===== config.mk =====
export PLATFORM = sky130hd
export DESIGN_NAME = uart_wm_regs
export DESIGN_NICKNAME = d
export VERILOG_FILES = /design/src/rtl/uart_wm_regs.sv
export SDC_FILE = /design/constraint.sdc
export NUM_CORES = 1
export LEC_CHECK = 0
export ABC_AREA = 0
export BUFFER_PORTS_ARGS = -buffer_cell sky130_fd_sc_hd__buf_2
export CAP_MARGIN = 5
export CORE_MARGIN = 3
export CORE_UTILIZATION = 40
export CTS_CLUSTER_SIZE = 20
export DETAILED_ROUTE_END_ITERATION = 10
export PLACE_DENSITY = 0.54
export SKIP_CTS_REPAIR_TIMING = 1
export SYNTH_ARGS = -nofsm -noshare
export SYNTH_HDL_FRONTEND = slang
export SYNTH_SLANG_ARGS = --single-unit

===== constraint.sdc =====
create_clock -name clk -period 3.3 [get_ports clk]
set_input_delay 0.33 -clock clk [delete_from_list [all_inputs] [get_ports clk]]
set_output_delay 0.33 -clock clk [all_outputs]
set_load 0.02 [all_outputs]

===== src/rtl/uart_wm_regs.sv =====
module uart_wm_regs #(
  parameter int DEPTH       = 8,
  parameter int START_DELAY = 5,
  parameter int DIV_W       = 16,
  parameter int WM_LSB      = 16
) (
  input  logic        clk,
  input  logic        rst_n,
  input  logic        req,
  input  logic        we,
  input  logic [4:0]  addr,
  input  logic [31:0] wdata,
  output logic [31:0] rdata,
  output logic [7:0]  tx_data,
  output logic        tx_valid,
  input  logic        tx_ready,
  input  logic [7:0]  rx_data,
  input  logic        rx_valid,
  output logic        rx_ready,
  output logic        irq
);
  localparam int PTR_W = $clog2(DEPTH);
  localparam int CNT_W = $clog2(DEPTH + 1);
  localparam int DLY_W = $clog2(START_DELAY + 1);
  localparam logic [4:0] A_TXD = 5'h00, A_RXD = 5'h04, A_TXC = 5'h08,
                         A_RXC = 5'h0C, A_IE  = 5'h10, A_IP  = 5'h14, A_DIV = 5'h18;
  localparam logic [31:0] EMPTY_WORD = 32'h8000_0000;

  logic [7:0]       tx_mem [DEPTH];
  logic [7:0]       rx_mem [DEPTH];
  logic [PTR_W-1:0] tx_wp, tx_rp, rx_wp, rx_rp;
  logic [CNT_W-1:0] tx_cnt, rx_cnt;
  logic [PTR_W-1:0] tx_wm, rx_wm;
  logic [1:0]       ie;
  logic [1:0]       ip;
  logic [DIV_W-1:0] div;
  logic             tx_full;
  logic [DLY_W-1:0] timer;
  logic [31:0]      rd_mux;

  wire wr_en   = req && we;
  wire rd_en   = req && !we;
  wire tx_wr   = wr_en && addr == A_TXD;
  wire tx_push = tx_wr && tx_cnt != CNT_W'(DEPTH);
  wire tx_pop  = tx_valid && tx_ready;
  wire rx_push = rx_valid && rx_ready;
  wire rx_pop  = rd_en && addr == A_RXD && rx_cnt != '0;

  assign rx_ready = rx_cnt != CNT_W'(DEPTH);
  assign tx_valid = timer == '0 && tx_cnt != '0;
  assign tx_data  = tx_mem[tx_rp];
  assign ip       = {rx_cnt > CNT_W'(rx_wm), tx_cnt < CNT_W'(tx_wm)};

  always_ff @(posedge clk) begin
    if (tx_push) tx_mem[tx_wp] <= wdata[7:0];
    if (rx_push) rx_mem[rx_wp] <= rx_data;
  end

  always_ff @(posedge clk) begin
    if (!rst_n) begin
      tx_wp <= '0; tx_rp <= '0; tx_cnt <= '0;
      rx_wp <= '0; rx_rp <= '0; rx_cnt <= '0;
      tx_full <= 1'b0;
    end else begin
      if (tx_push) tx_wp <= tx_wp + 1'b1;
      if (tx_pop)  tx_rp <= tx_rp + 1'b1;
      tx_cnt <= tx_cnt + CNT_W'(tx_push) - CNT_W'(tx_pop);
      if (tx_push && !tx_pop && tx_cnt == CNT_W'(DEPTH - 1)) tx_full <= 1'b1;
      else if (tx_pop) tx_full <= 1'b0;
      if (rx_push) rx_wp <= rx_wp + 1'b1;
      if (rx_pop)  rx_rp <= rx_rp + 1'b1;
      rx_cnt <= rx_cnt + CNT_W'(rx_push) - CNT_W'(rx_pop);
    end
  end

  always_ff @(posedge clk) begin
    if (!rst_n)                 timer <= '0;
    else if (tx_wr && !tx_valid) timer <= DLY_W'(START_DELAY);
    else if (timer != '0)        timer <= timer - 1'b1;
  end

  always_ff @(posedge clk) begin
    if (!rst_n) begin
      tx_wm <= '0; rx_wm <= '0; ie <= '0; div <= '0;
    end else if (wr_en) begin
      case (addr)
        A_TXC:   tx_wm <= wdata[WM_LSB +: PTR_W];
        A_RXC:   rx_wm <= wdata[WM_LSB +: PTR_W];
        A_IE:    ie    <= wdata[1:0];
        A_DIV:   div   <= wdata[DIV_W-1:0];
        default: ;
      endcase
    end
  end

  always_comb begin
    case (addr)
      A_TXD:   rd_mux = {tx_full, 31'b0};
      A_RXD:   rd_mux = (rx_cnt != '0) ? {24'b0, rx_mem[rx_rp]} : EMPTY_WORD;
      A_TXC:   rd_mux = 32'(tx_wm) << WM_LSB;
      A_RXC:   rd_mux = 32'(rx_wm) << WM_LSB;
      A_IE:    rd_mux = 32'(ie);
      A_IP:    rd_mux = 32'(ip);
      A_DIV:   rd_mux = 32'(div);
      default: rd_mux = '0;
    endcase
  end

  always_ff @(posedge clk) begin
    if (!rst_n) begin
      rdata <= '0;
      irq   <= 1'b0;
    end else begin
      if (rd_en) rdata <= rd_mux;
      irq <= |(ie & ip);
    end
  end

  p_tx_bound_r4: assert property (@(posedge clk) disable iff (!rst_n)
    tx_cnt <= CNT_W'(DEPTH));
  p_rx_bound_r6: assert property (@(posedge clk) disable iff (!rst_n)
    rx_cnt <= CNT_W'(DEPTH));
  p_full_flag_r5: assert property (@(posedge clk) disable iff (!rst_n)
    tx_full == (tx_cnt == CNT_W'(DEPTH)));
  p_start_hold_r7: assert property (@(posedge clk) disable iff (!rst_n)
    (tx_wr && !tx_valid) |=> !tx_valid);
  p_empty_word_r2: assert property (@(posedge clk) disable iff (!rst_n)
    (rd_en && addr == A_RXD && rx_cnt == '0) |=> (rdata == EMPTY_WORD && $stable(rx_cnt)));
  p_irq_follow_r9: assert property (@(posedge clk) disable iff (!rst_n)
    req |=> irq == $past(|(ie & ip)));
  p_tx_steady_r11: assert property (@(posedge clk) disable iff (!rst_n)
    (tx_valid && !tx_ready) |=> (tx_valid && $stable(tx_data)));
endmodule


==> metrics.csv <==
metric;value;unit
gr-total-overflow;0;
htree_levels;1;
start_kind;flop;
core;0.0211;sq mm
grt_max_degree;52;
area_delta_synth_final;15.9;%
cp.required;3.68;ns
worst_ir_drop_vdd;0.352;mV
async_flop_share;0;%
critPathMaxFanout;5;
yosys-top-cells-area;edfxtp_1 45%, dfxtp_1 17%, mux4_2 7.9%;
ff2ff_path_depth;12;
clkSinkCount;203;
yosysSeqAreaShare;62.2;%
synth_top_area_share;44.7;%
fmax;372;MHz
worstReg2RegEnd;tx_cnt[2];
synth_edf_count;128;
io_buffers;68;
die_h;153;um
diodes;0;
min_to;div[9];
layout-drive-gt1-share;24.3;%
die_width;153;um
nets;763;
globalplace.congestion;0.750;
io-pin-count;94;
vias;4842;
rows;53;
root_buffer;clkbuf_16;
synth_cell_type_count;49;
crit_path_end_kind;flop;
reg2reg_from;tx_cnt[2];
wire_per_inst;17.4;um
rsz0062_at_grt;false;
dp_hpwl;11800;um
first_iter_violations;248;
numCtsBuffers;22;
routed_wl;17000;um
reg2reg_slack;0.62;ns
cellLeakagePower;3.49;nW
clk_latency;0.49;ns
initial_core_util;40.8;%
post-route-min-period;2.68;ns
outcome;finished clean;
ant_nets;0;
syn_avg_cell_area;14.3;sq um
dp_slack;0.508;ns
tritoncts;done;
criticalPathCategory;flop to flop;
dr.pass1.iters;4;
vias_per_cell;4.97;
setup_ws;0.615;ns
hold_viol;0;
route.detailed.drc;0;
hold_path.class;input port to flop;
ys.flop_type;edfxtp_1;
antenna_found_initial;0;
critPathLaunch;tx_cnt[2];
arrival;3.07;ns
final_cell_count_no_fill;975;
slew_headroom;37.8;%
worstMarginPinSlew;0.931;ns
yosys_warnings;0;
finalSetupViolCount;0;
p_per_area;633;mW/mm^2
fin_crit_sh;81.4;%
tns;0;ns
ys_ff_latch;203;
dieArea;0.0233;sq mm
skew;0.00689;ns
cts_buffer_depth;3;
grt_usage;14.4;%
drv_slew;0;
grt_pass1_wl;27000;um
hold_path_startpoint;wdata[9];
clk_pin_slew_worst_paths;0.06;ns
yosys.area.top_type;edfxtp_1;
grt_pass1_vias;5012;
max-cap-violations;0;
synthCells;602;
hold_slack;0.113;ns
syn-cell-area;0.00860;sq mm
dp_cells;936;
holdPathStages;3;
## per-layer routing
layer  up-vias  routed length (um)  track usage (%)
met5         -                   0                0
met4         0                 325             3.18
met3        27                 490             2.53
met2        78                8730             26.1
met1      2385                7440             18.0
li1       2352                   -                -
## placed cells by master, fill, tap and decap left out, drive strengths merged, types with 9 or more instances in the layout
master,Yosys,routed
mux2i,40,40
nor2b,35,35
nor2,12,12
nand2b,9,9
nor3,11,11
o21ai,12,12
clkinv,0,9
mux4,30,30
inv,24,24
clkbuf,20,26
dfxtp,75,75
and2,18,18
nand2,40,40
ha,25,25
buf,20,88
nand3,17,17
a21boi,12,12
conb,1,12
mux2,10,10
edfxtp,128,128
## through the flow
stage | area (sq um) | power (mW) | util [%]
after floorplan | 8640 | 3.74 | -
after global placement | 9270 | 3.98 | 43.9
after global routing | 9970 | 6.61 | 47.3
after CTS | 9970 | 6.40 | 47.3
final | 9970 | 6.31 | 47.3
after detailed placement | 9270 | 4.02 | 43.9
## power breakdown
part           internal, mW  switching [mW]
clock                  1.42           0.934
sequential             2.81          0.0906
combinational         0.493           0.556
## critical path, cell delays in order (launching register included)
cell and delay [ns]:
dfxtp_1 0.34, inv_1 0.11, ha_1 0.15, or3b_2 0.46
nand3_1 0.24, inv_1 0.08, ha_1 0.28, inv_1 0.06
ha_1 0.15, inv_1 0.05, fa_1 0.38, xnor2_1 0.14
and2_1 0.15
## cells by family after synthesis
| logic type | Yosys count | share of synthesized area, % |
|---|---|---|
| flops | 203 | 62.2 |
| simple gates | 163 | 10.7 |
| mux | 80 | 13.8 |
| buf+inv | 64 | 3.46 |
| compound gates | 52 | 4.45 |
| fa+ha+maj | 27 | 4.10 |
| xor+xnor | 12 | 1.22 |
| other cells | 1 | 0.0436 |
## cells in the mapped netlist (all sizes together) (2+ instances only)
master / number
and2: 18
o21ai: 12
xnor2: 7
buf: 20
or3: 3
a31oi: 2
nor3b: 4
mux2i: 40
edfxtp: 128
nand3: 17
a221oi: 2
nor4: 5
nor3: 11
nand2: 40
mux2: 10
mux4: 30
or3b: 3
nand4: 2
inv: 24
clkbuf: 20
dfxtp: 75
ha: 25
nor2: 12
nand2b: 9
a22oi: 5
a21oi: 3
xor2: 5
a21o: 2
nor2b: 35
a21boi: 12
o21a: 3
o2bb2ai: 6
fa: 2
## worst max-delay path by stage
| stage | end | slack [ns] |
|---|---|---|
| final | tx_cnt[2] | 0.62 |
| after global routing | tx_cnt[2] | 0.45 |
| after CTS | tx_cnt[2] | 0.59 |
| after detailed placement | rx_cnt[3] | 0.51 |
| after global placement | rx_cnt[3] | 0.61 |
| after floorplan | tx_cnt[2] | 0.70 |
## registers in the layout (all words and copies together) (netlist names), 4 cells and up, named ones only
signal and flops:
tx_cnt 4, rdata 20, div 16, rx_cnt 4, tx_mem 64, rx_mem 64
## cell type report
| class | instances | area [sq um] |
|---|---|---|
| Clock buffer | 26 | 587 |
| Clock inverter | 13 | 114 |
| Fill cell | 1884 | 11100 |
| Inverter | 24 | 90.1 |
| Multi-Input combinational cell | 346 | 3000 |
| Sequential cell | 203 | 5350 |
| Tap cell | 275 | 344 |
| Timing Repair Buffer | 88 | 490 |
Power figures use the tool's default switching activity.
